File: src/rtl/uart_tx_pkg.sv
package uart_tx_pkg;
  typedef enum logic [2:0] {
    ST_IDLE, ST_START, ST_DATA, ST_PAR, ST_STOP
  } tx_state_e;

  localparam logic [1:0] PAR_EVEN = 2'b01;
  localparam logic [1:0] PAR_ODD  = 2'b10;
endpackage

File: src/rtl/uart_tx_hold.sv
module uart_tx_hold #(
  parameter int unsigned DW = 9
) (
  input  logic          clk_i,
  input  logic          rst_ni,
  input  logic          valid_i,
  input  logic [DW-1:0] data_i,
  input  logic          take_i,
  output logic          ready_o,
  output logic          pend_o,
  output logic [DW-1:0] word_o
);
  logic          full_q;
  logic [DW-1:0] data_q;

  assign ready_o = !full_q;
  assign pend_o  = full_q;
  assign word_o  = data_q;

  always_ff @(posedge clk_i or negedge rst_ni) begin
    if (!rst_ni) begin
      full_q <= 1'b0;
      data_q <= '0;
    end else if (take_i) begin
      full_q <= 1'b0;
    end else if (valid_i && !full_q) begin
      full_q <= 1'b1;
      data_q <= data_i;
    end
  end


  hold_keep_chk: assert property (@(posedge clk_i) disable iff (!rst_ni)
    (full_q && !take_i) |=> (full_q && $stable(data_q)));

  no_empty_take_chk: assert property (@(posedge clk_i) disable iff (!rst_ni)
    take_i |-> full_q);
endmodule

File: src/rtl/uart_tx_shift.sv
module uart_tx_shift
  import uart_tx_pkg::*;
#(
  parameter int unsigned DW     = 9,
  parameter int unsigned MIN_DW = 5,
  parameter int unsigned OSR    = 16,
  parameter int unsigned NW     = $clog2(DW + 1)
) (
  input  logic          clk_i,
  input  logic          rst_ni,
  input  logic          tick_i,
  input  logic          pend_i,
  input  logic          start_ok_i,
  input  logic [DW-1:0] word_i,
  input  logic [NW-1:0] len_i,
  input  logic          msb_first_i,
  input  logic [1:0]    par_mode_i,
  input  logic [1:0]    stop_sel_i,
  output logic          load_o,
  output logic          tx_o,
  output logic          done_o
);
  localparam int unsigned CW = $clog2(2 * OSR);
  localparam int unsigned SW = CW + 1;

  tx_state_e     state_q;
  logic [CW-1:0] cnt_q;
  logic [SW-1:0] stop_len_q;
  logic [DW-1:0] sh_q;
  logic [NW-1:0] nbits_q, idx_q;
  logic          par_en_q, par_q, tx_q, done_q;

  logic [NW-1:0] len_c;
  logic [DW-1:0] ord_c, mask_c;
  logic          par_c;
  logic [SW-1:0] stop_c;
  logic          bit_last, can_start;

  always_comb begin
    if (len_i < NW'(MIN_DW))  len_c = NW'(MIN_DW);
    else if (len_i > NW'(DW)) len_c = NW'(DW);
    else                      len_c = len_i;
  end

  // Data field is reordered at load so the shifter always sends bit 0 next.
  always_comb begin
    ord_c  = '0;
    mask_c = '0;
    for (int i = 0; i < DW; i++) begin
      if (NW'(i) < len_c) begin
        mask_c[i] = 1'b1;
        ord_c[i]  = msb_first_i ? word_i[len_c - NW'(1) - NW'(i)] : word_i[i];
      end
    end
  end

  assign par_c  = (^(word_i & mask_c)) ^ (par_mode_i == PAR_ODD);
  assign stop_c = SW'((OSR / 2) * (int'(stop_sel_i) + 1));

  always_comb begin
    unique case (state_q)
      ST_START, ST_DATA, ST_PAR: bit_last = (cnt_q == CW'(OSR - 1));
      ST_STOP:                   bit_last = (SW'(cnt_q) == stop_len_q - SW'(1));
      default:                   bit_last = 1'b0;
    endcase
  end

  assign can_start = tick_i && pend_i && start_ok_i &&
                     ((state_q == ST_IDLE) || (state_q == ST_STOP && bit_last));
  assign load_o = can_start;
  assign tx_o   = tx_q;
  assign done_o = done_q;

  always_ff @(posedge clk_i or negedge rst_ni) begin
    if (!rst_ni) begin
      state_q    <= ST_IDLE;
      cnt_q      <= '0;
      stop_len_q <= '0;
      sh_q       <= '0;
      nbits_q    <= '0;
      idx_q      <= '0;
      par_en_q   <= 1'b0;
      par_q      <= 1'b0;
      tx_q       <= 1'b1;
      done_q     <= 1'b1;
    end else if (can_start) begin
      state_q    <= ST_START;
      cnt_q      <= '0;
      stop_len_q <= stop_c;
      sh_q       <= ord_c;
      nbits_q    <= len_c;
      idx_q      <= '0;
      par_en_q   <= (par_mode_i == PAR_EVEN) || (par_mode_i == PAR_ODD);
      par_q      <= par_c;
      tx_q       <= 1'b0;
      done_q     <= 1'b0;
    end else if (tick_i && state_q != ST_IDLE) begin
      if (!bit_last) begin
        cnt_q <= cnt_q + CW'(1);
      end else begin
        cnt_q <= '0;
        unique case (state_q)
          ST_START: begin
            state_q <= ST_DATA;
            tx_q    <= sh_q[0];
          end
          ST_DATA: begin
            if (idx_q == nbits_q - NW'(1)) begin
              state_q <= par_en_q ? ST_PAR : ST_STOP;
              tx_q    <= par_en_q ? par_q : 1'b1;
            end else begin
              sh_q  <= sh_q >> 1;
              idx_q <= idx_q + NW'(1);
              tx_q  <= sh_q[1];
            end
          end
          ST_PAR: begin
            state_q <= ST_STOP;
            tx_q    <= 1'b1;
          end
          default: begin
            state_q <= ST_IDLE;
            done_q  <= 1'b1;
          end
        endcase
      end
    end
  end


  start_on_tick_chk: assert property (@(posedge clk_i) disable iff (!rst_ni)
    $rose(state_q == ST_START) |-> $past(tick_i));

  idle_high_chk: assert property (@(posedge clk_i) disable iff (!rst_ni)
    (state_q == ST_IDLE) |-> tx_o);

  stop_len_chk: assert property (@(posedge clk_i) disable iff (!rst_ni)
    (state_q == ST_STOP) |-> (SW'(cnt_q) < stop_len_q));

  done_low_chk: assert property (@(posedge clk_i) disable iff (!rst_ni)
    (state_q != ST_IDLE) |-> !done_o);

  cts_block_chk: assert property (@(posedge clk_i) disable iff (!rst_ni)
    (state_q == ST_IDLE && !start_ok_i) |=> (state_q == ST_IDLE));
endmodule

File: src/rtl/uart_frame_tx.sv
module uart_frame_tx #(
  parameter int unsigned DW     = 9,
  parameter int unsigned MIN_DW = 5,
  parameter int unsigned OSR    = 16,
  parameter int unsigned NW     = $clog2(DW + 1)
) (
  input  logic          clk_i,
  input  logic          rst_ni,
  input  logic          tick_i,
  input  logic [DW-1:0] data_i,
  input  logic          valid_i,
  output logic          ready_o,
  input  logic [NW-1:0] data_bits_i,
  input  logic          msb_first_i,
  input  logic [1:0]    parity_i,
  input  logic [1:0]    stop_sel_i,
  input  logic          cts_en_i,
  input  logic          cts_i,
  output logic          tx_o,
  output logic          tx_empty_o,
  output logic          tx_done_o
);
  logic          pend, load, start_ok;
  logic [DW-1:0] word;

  assign start_ok   = !cts_en_i || !cts_i;
  assign tx_empty_o = !pend;

  uart_tx_hold #(.DW(DW)) u_hold (
    .clk_i   (clk_i),
    .rst_ni  (rst_ni),
    .valid_i (valid_i),
    .data_i  (data_i),
    .take_i  (load),
    .ready_o (ready_o),
    .pend_o  (pend),
    .word_o  (word)
  );

  uart_tx_shift #(.DW(DW), .MIN_DW(MIN_DW), .OSR(OSR), .NW(NW)) u_shift (
    .clk_i       (clk_i),
    .rst_ni      (rst_ni),
    .tick_i      (tick_i),
    .pend_i      (pend),
    .start_ok_i  (start_ok),
    .word_i      (word),
    .len_i       (data_bits_i),
    .msb_first_i (msb_first_i),
    .par_mode_i  (parity_i),
    .stop_sel_i  (stop_sel_i),
    .load_o      (load),
    .tx_o        (tx_o),
    .done_o      (tx_done_o)
  );
endmodule

File: config.mk
export PLATFORM = sky130hd
export DESIGN_NAME = uart_frame_tx
export DESIGN_NICKNAME = d
export VERILOG_FILES = /design/src/rtl/uart_tx_pkg.sv /design/src/rtl/uart_tx_hold.sv /design/src/rtl/uart_tx_shift.sv /design/src/rtl/uart_frame_tx.sv
export SDC_FILE = /design/constraint.sdc
export NUM_CORES = 1
export LEC_CHECK = 0
export ABC_AREA = 1
export BUFFER_PORTS_ARGS = -buffer_cell sky130_fd_sc_hd__buf_2
export CORE_UTILIZATION = 53
export CTS_BUF_LIST = sky130_fd_sc_hd__clkbuf_8
export CTS_CLUSTER_SIZE = 10
export DETAILED_ROUTE_END_ITERATION = 8
export HOLD_SLACK_MARGIN = 0.02
export PLACE_DENSITY = 0.74
export SYNTH_ARGS = -nofsm -noshare
export SYNTH_HDL_FRONTEND = slang
export SYNTH_SLANG_ARGS = --single-unit
File: constraint.sdc
create_clock -name clk_i -period 2.6 [get_ports clk_i]
set_input_delay 0.39 -clock clk_i [delete_from_list [all_inputs] [get_ports clk_i]]
set_output_delay 0.39 -clock clk_i [all_outputs]
set_load 0.005 [all_outputs]
# --- Word-level counts from Yosys, hierarchy flattened ---
# Index checks and enable logic that the tools add are counted.
word_totals:
  reg_bits: 42
  inputBits: 24
  output_inout_bits: 4
  elab_cells: 166
classes:
  add_sub_neg: 14
  magnitude_cmp: 20
  n_eq_ne: 12
  muxes: 79
  n_bitwise: 3
  reduce_logical: 26
op_table:
  columns: ["cell", "n"]
  rows:
  - ["$mux 1", 47]
  - ["$lt 4x5->1 const B", 9]
  - ["$mux 9", 5]
  - ["$bmux 1 s4", 9]
  - ["$mux 4", 7]
  - ["$lt 3x4->1 const A", 4]
  - ["$sub 4x3->4 const B", 4]
  - ["$mux 3", 5]
  - ["$mux 5", 3]
  - ["$sub 4x1->4 const B", 3]
  - ["$and 9x9->9", 1]
  - ["$pmux 3 s3", 1]
  - ["$reduce_and 3->1", 3]
  - ["$reduce_xor 9->1", 1]
  - ["$lt 1x4->1 const A", 2]
  - ["$lt 2x4->1 const A", 2]
  - ["$reduce_bool 2->1", 4]
  - ["$sub 4x2->4 const B", 2]
  - ["$eq 3x2->1 const B", 2]
  - ["$eq 5x6->1", 1]
  - ["$logic_and 1x1->1", 6]
  - ["$sub 6x1->6 const B", 1]
  - ["$add 5x1->5 const B", 1]
  - ["$eq 5x4->1 const B", 1]
  - ["26 further kinds", 30]

# --- Logic depth before layout (Yosys ltp) ---
logic_depth:
  ltp_word: 10
  mapped_depth: 21

# --- Cells and area by module ---
# From an unflattened synthesis, not the netlist that was laid out.
hier_totals:
  cells_unflattened: 448
  area_unflattened_um2: 3168.0
by_module_without_submodules:
  columns: ["module", "n_inst", "cells_each", "area_per_inst_um2", "seq_area_each_um2"]
  rows:
  - ["uart_tx_shift", 1, 403, 2758.9, 803.3]
  - ["uart_tx_hold", 1, 43, 401.6, 250.2]
  - ["uart_frame_tx", 1, 2, 7.5, 0.0]

# --- Worst setup path after synthesis ---
# OpenSTA, ideal clock, no wires.
synth_timing:
  path_type: "input to register"
  startpoint: "in data_bits_i[3]"
  endpoint: "reg u_shift.sh_q[1]"
  setup_ns: 0.120
  arrival_ns: 2.097
  required_time_ns: 2.480
  path_slack_ns: 0.383
  cell_stages: 16
  path_buffers: 2
  cell_sequence: "inv_2 > nand2_4 > nand2_4 > nor2_8 > buf_6 > ha_1 > inv_1 > nand2_1 > nand2_1 > buf_4 > xor2_1 > nor2_1 > a21oi_1 > nand2_1 > nand2_1 > a21oi_2"
synth_via:
  elab_chain_len: 10
  elab_cells_between_ends: 12
synth_lines:
  columns: ["element", "line_no", "rtl"]
  rows:
  - ["start: declaration", "uart_frame_tx.sv:13", "input logic [NW-1:0] data_bits_i,"]
  - ["$gt 4x4->1", "uart_tx_shift.sv:41", "else if (len_i > NW'(DW)) len_c = NW'(DW);"]
  - ["$mux 4", "uart_tx_shift.sv:41", null]
  - ["$mux 4 (*)", "uart_tx_shift.sv:40", "if (len_i < NW'(MIN_DW)) len_c = NW'(MIN_DW);"]
  - ["$sub 4x1->4 (2 in series)", "uart_tx_shift.sv:52", "ord_c[i] = msb_first_i ? word_i[len_c - NW'(1) - NW'(i)] : word_i[i];"]
  - ["$bmux 1 s4", "uart_tx_shift.sv:52", null]
  - ["$mux 1 (implied by the code)", "uart_tx_shift.sv:52", null]
  - ["$mux 1", "uart_tx_shift.sv:52", null]
  - ["$mux 1 (*)", "uart_tx_shift.sv:50", "if (NW'(i) < len_c) begin"]
  - ["$mux 9 (*)", "uart_tx_shift.sv:86", "end else if (can_start) begin"]
  - ["end signal: assignment", "uart_tx_shift.sv:90", "sh_q <= ord_c;"]
  - ["end signal: assignment", "uart_tx_shift.sv:112", "sh_q <= sh_q >> 1;"]
  - ["end: declaration", "uart_tx_shift.sv:29", "logic [DW-1:0] sh_q;"]
# Every way passes the cells marked *; elsewhere a longest branch is shown, timed or not. The select of a mux whose other input is x is not followed.
# A chain may end at the register's enable or synchronous reset.

# --- Worst setup path after layout ---
# Ends and elaborated chain as after synthesis.

==> qor.txt <==
outcome: completed
Post-CTS Setup Bufs: 0
Starting Density: 0.5547
Primary FF master, synth: dfrtp_1
number of synthesized flops with an enable pin: 0
Die Wd: 78.38 um
drt total wl: 7242 um
antenna cells: 0
Comb pwr share: 0.212
I/O Pins: 28
worst-skew pair later-pin latency: 0.29 ns
Power Density: 446.1 nW/um^2
grt ovf: 0
CP Max Fanout: 10
dpl cells: 540
Sw Ratio: 0.2936
post-synthesis sequential area ratio: 0.3408
area grow syn2layout: 9.794%
worst slew pin tran: 0.9135 ns
Seq pwr share: 0.467
Power Internal: 0.001070 W
core area: 5574 sq um
Final Critical Period: 2.271 ns
final setup vio count: 0
worst clock skew: 0.007485 ns
synth top area cells: dfrtp_1 (32%), nand2_1 (16%), nand3_1 (7.3%)
crit end category: flop
post-DR wirelength/cell: 13.22 um
mapped cell area: 3092 sq um
Final Hold Viols: 0
Net Sw Power: 0.0004445 W
Area after DPL: 3284 sq um
Worst-path clk slew: 0.08 ns
period utilization: 0.8736
layout cells sized above 1: 0.1681
Site Rows: 27
initial antenna violation count: 0
via count: 2,928
TritonCTS clock tree: done
Yosys Warn Count: 0
RSZ-0062 raised after global routing: false
hold-fix buffers at CTS: 0
CTS Buffer Depth: 2
IO Port Bufs: 27
CTS buffer count: 5
vias per cell: 5.343
Synth top area share: 0.3238
most frequent cell after synthesis: nand2_1
Avg Inst Size Synth: 6.932 sq um
P_leak: 1.791 nW
DIE AREA: 6143 sq um
root buf cell: clkbuf_8
WS Path Type: input pin to flop
fin nets: 508
Die Height: 78.38 um
H-tree Lvls: 2
CP Launch Type: input pin
clk sinks: 42
Core Util, Final: 0.6090
FMAX: 440.3 MHz
Post-CTS Resized: 0
ANT nets after route: 0
DP Wirelength: 5434 um
Syn Nets: 479
DR iter-0 viols: 239
maximum vdd drop: 0.4115 mV
vias in the first global route: 2,773
max-slew violation count: 0
post-route design area: 3395 sq um
cell taking the most area after synthesis: dfrtp_1
Max-slew headroom: 0.3910
Cell Count, Final, Fillers Out: 548
DR pass1 iterations: 5
first-pass GRT wire length: 12,630 um
RD Place Congestion: 0.9498
FF+latch count, synth: 42
HP Class: input pin to asynchronous set/reset pin
most frequent cells after synthesis: nand2_1 (131), inv_1 (47), nand3_1 (45)
Worst EP required: 2.82 ns
Synth async-reset ratio: 1.000
synth unique cells: 35
max-cap violation count: 0
CP Data Arrival Time: 2.49 ns
clock power share: 0.321
Mapped Cells: 446
Setup TNS Final: 0 ns
DRC errors left: 0
gr usage total: 0.2644
largest net degree at the start of global routing: 43
power groups by stage:
stage	Sequential, W	Combinational (W)	Clock [W]
after floorplan	0.000715	0.000226	0
after global placement	0.000719	0.000308	0
after detailed placement	0.000719	0.000314	0
after CTS	0.000707	0.000319	0.000496
after global routing	0.000713	0.000366	0.000524
final	0.000707	0.000322	0.000485
worst max-delay path, stage by stage:
cell and delay [ns]:
buf_2 0.14, inv_2 0.21, nand2_4 0.10, nand2_4 0.09, nor2_8 0.03, ha_1 0.21
inv_1 0.06, nand2_1 0.06, nand2_1 0.26, xor2_1 0.38, nand2_1 0.11, o21ai_1 0.11
nand2_1 0.07, nand2_1 0.08, nand2_1 0.07, a21oi_2 0.12
path summary, 6_finish.rpt:
path                                                         from                           endpoint  slack [ns]  depth (start not counted)
max in group asynchronous                                  rst_ni     u_shift.nbits_q[3]$_DFFE_PN0N_        1.79                          1
worst min register to register        u_shift.sh_q[8]$_DFFE_PN0P_        u_shift.sh_q[8]$_DFFE_PN0P_        0.49                          2
worst max-delay path                               data_bits_i[3]        u_shift.sh_q[1]$_DFFE_PN0P_        0.33                         16
worst min-delay path                                       rst_ni     u_shift.state_q[1]$_DFFE_PN0P_        0.23                          1
worst max register to register  u_shift.stop_len_q[3]$_DFFE_PN0N_        u_shift.sh_q[0]$_DFFE_PN0P_        0.34                         14
min in group clk_i                                  stop_sel_i[0]  u_shift.stop_len_q[3]$_DFFE_PN0N_        0.31                          2
per-layer routing:
metal | track usage | up-vias | share of wire
li1 | - | 1484 | -
met1 | 0.3701 | 1338 | 0.48
met2 | 0.4193 | 96 | 0.46
met3 | 0.03721 | 10 | 0.050
met4 | 0.08889 | 0 | 0.018
met5 | 0 | - | 0
registers in the layout, summed over array words and instances, names as in the netlist:
name and count:
u_shift.idx_q 4, u_shift.state_q 3, u_shift.stop_len_q 3, u_shift.par_en_q 1, u_hold.pend_o 1, u_hold.word_o 9
u_shift.par_q 1, u_shift.tx_o 1, u_shift.cnt_q 5, u_shift.nbits_q 4, u_shift.done_o 1, u_shift.sh_q 9
layout make-up:
class / instances / area [sq um]
Clock buffer: 8 / 110.1
Fill cell: 525 / 2180
Inverter: 55 / 206.4
Multi-Input combinational cell: 337 / 1747
Sequential cell: 42 / 1054
Tap cell: 72 / 90.09
Timing Repair Buffer: 34 / 187.7
cell usage in the layout, fill, tap and decap left out, types with 9 or more instances in the layout:
cell	n
nand3_1	45
nand2_1	131
dfrtp_1	40
ha_1	9
buf_2	27
xnor2_1	9
xor2_1	9
inv_1	47
o21ai_0	23
a21oi_1	25
nor2_1	36
kinds of logic after synthesis:
group                      Yosys count  synth area share
AOI/OAI and AO/OA                   69            0.1263
adders and majority gates            9           0.03642
muxes                                1          0.003642
DFF                                 42            0.3408
buffers and inverters               67           0.09429
xor gates and xnor gates            18           0.05099
and+or+nand+nor                    240            0.3476
through the flow:
step                setup WS, ns  total power [W]  hold WS [ns]
finish                    0.3287         0.001514        0.2267
global route             0.06821         0.001603        0.3166
CTS                       0.3283         0.001522        0.2683
detailed placement       0.08067         0.001034        0.4682
global placement          0.1653         0.001026        0.4636
floorplan                 0.3831        0.0009416       0.09441
(Power assumes the default switching activity.)
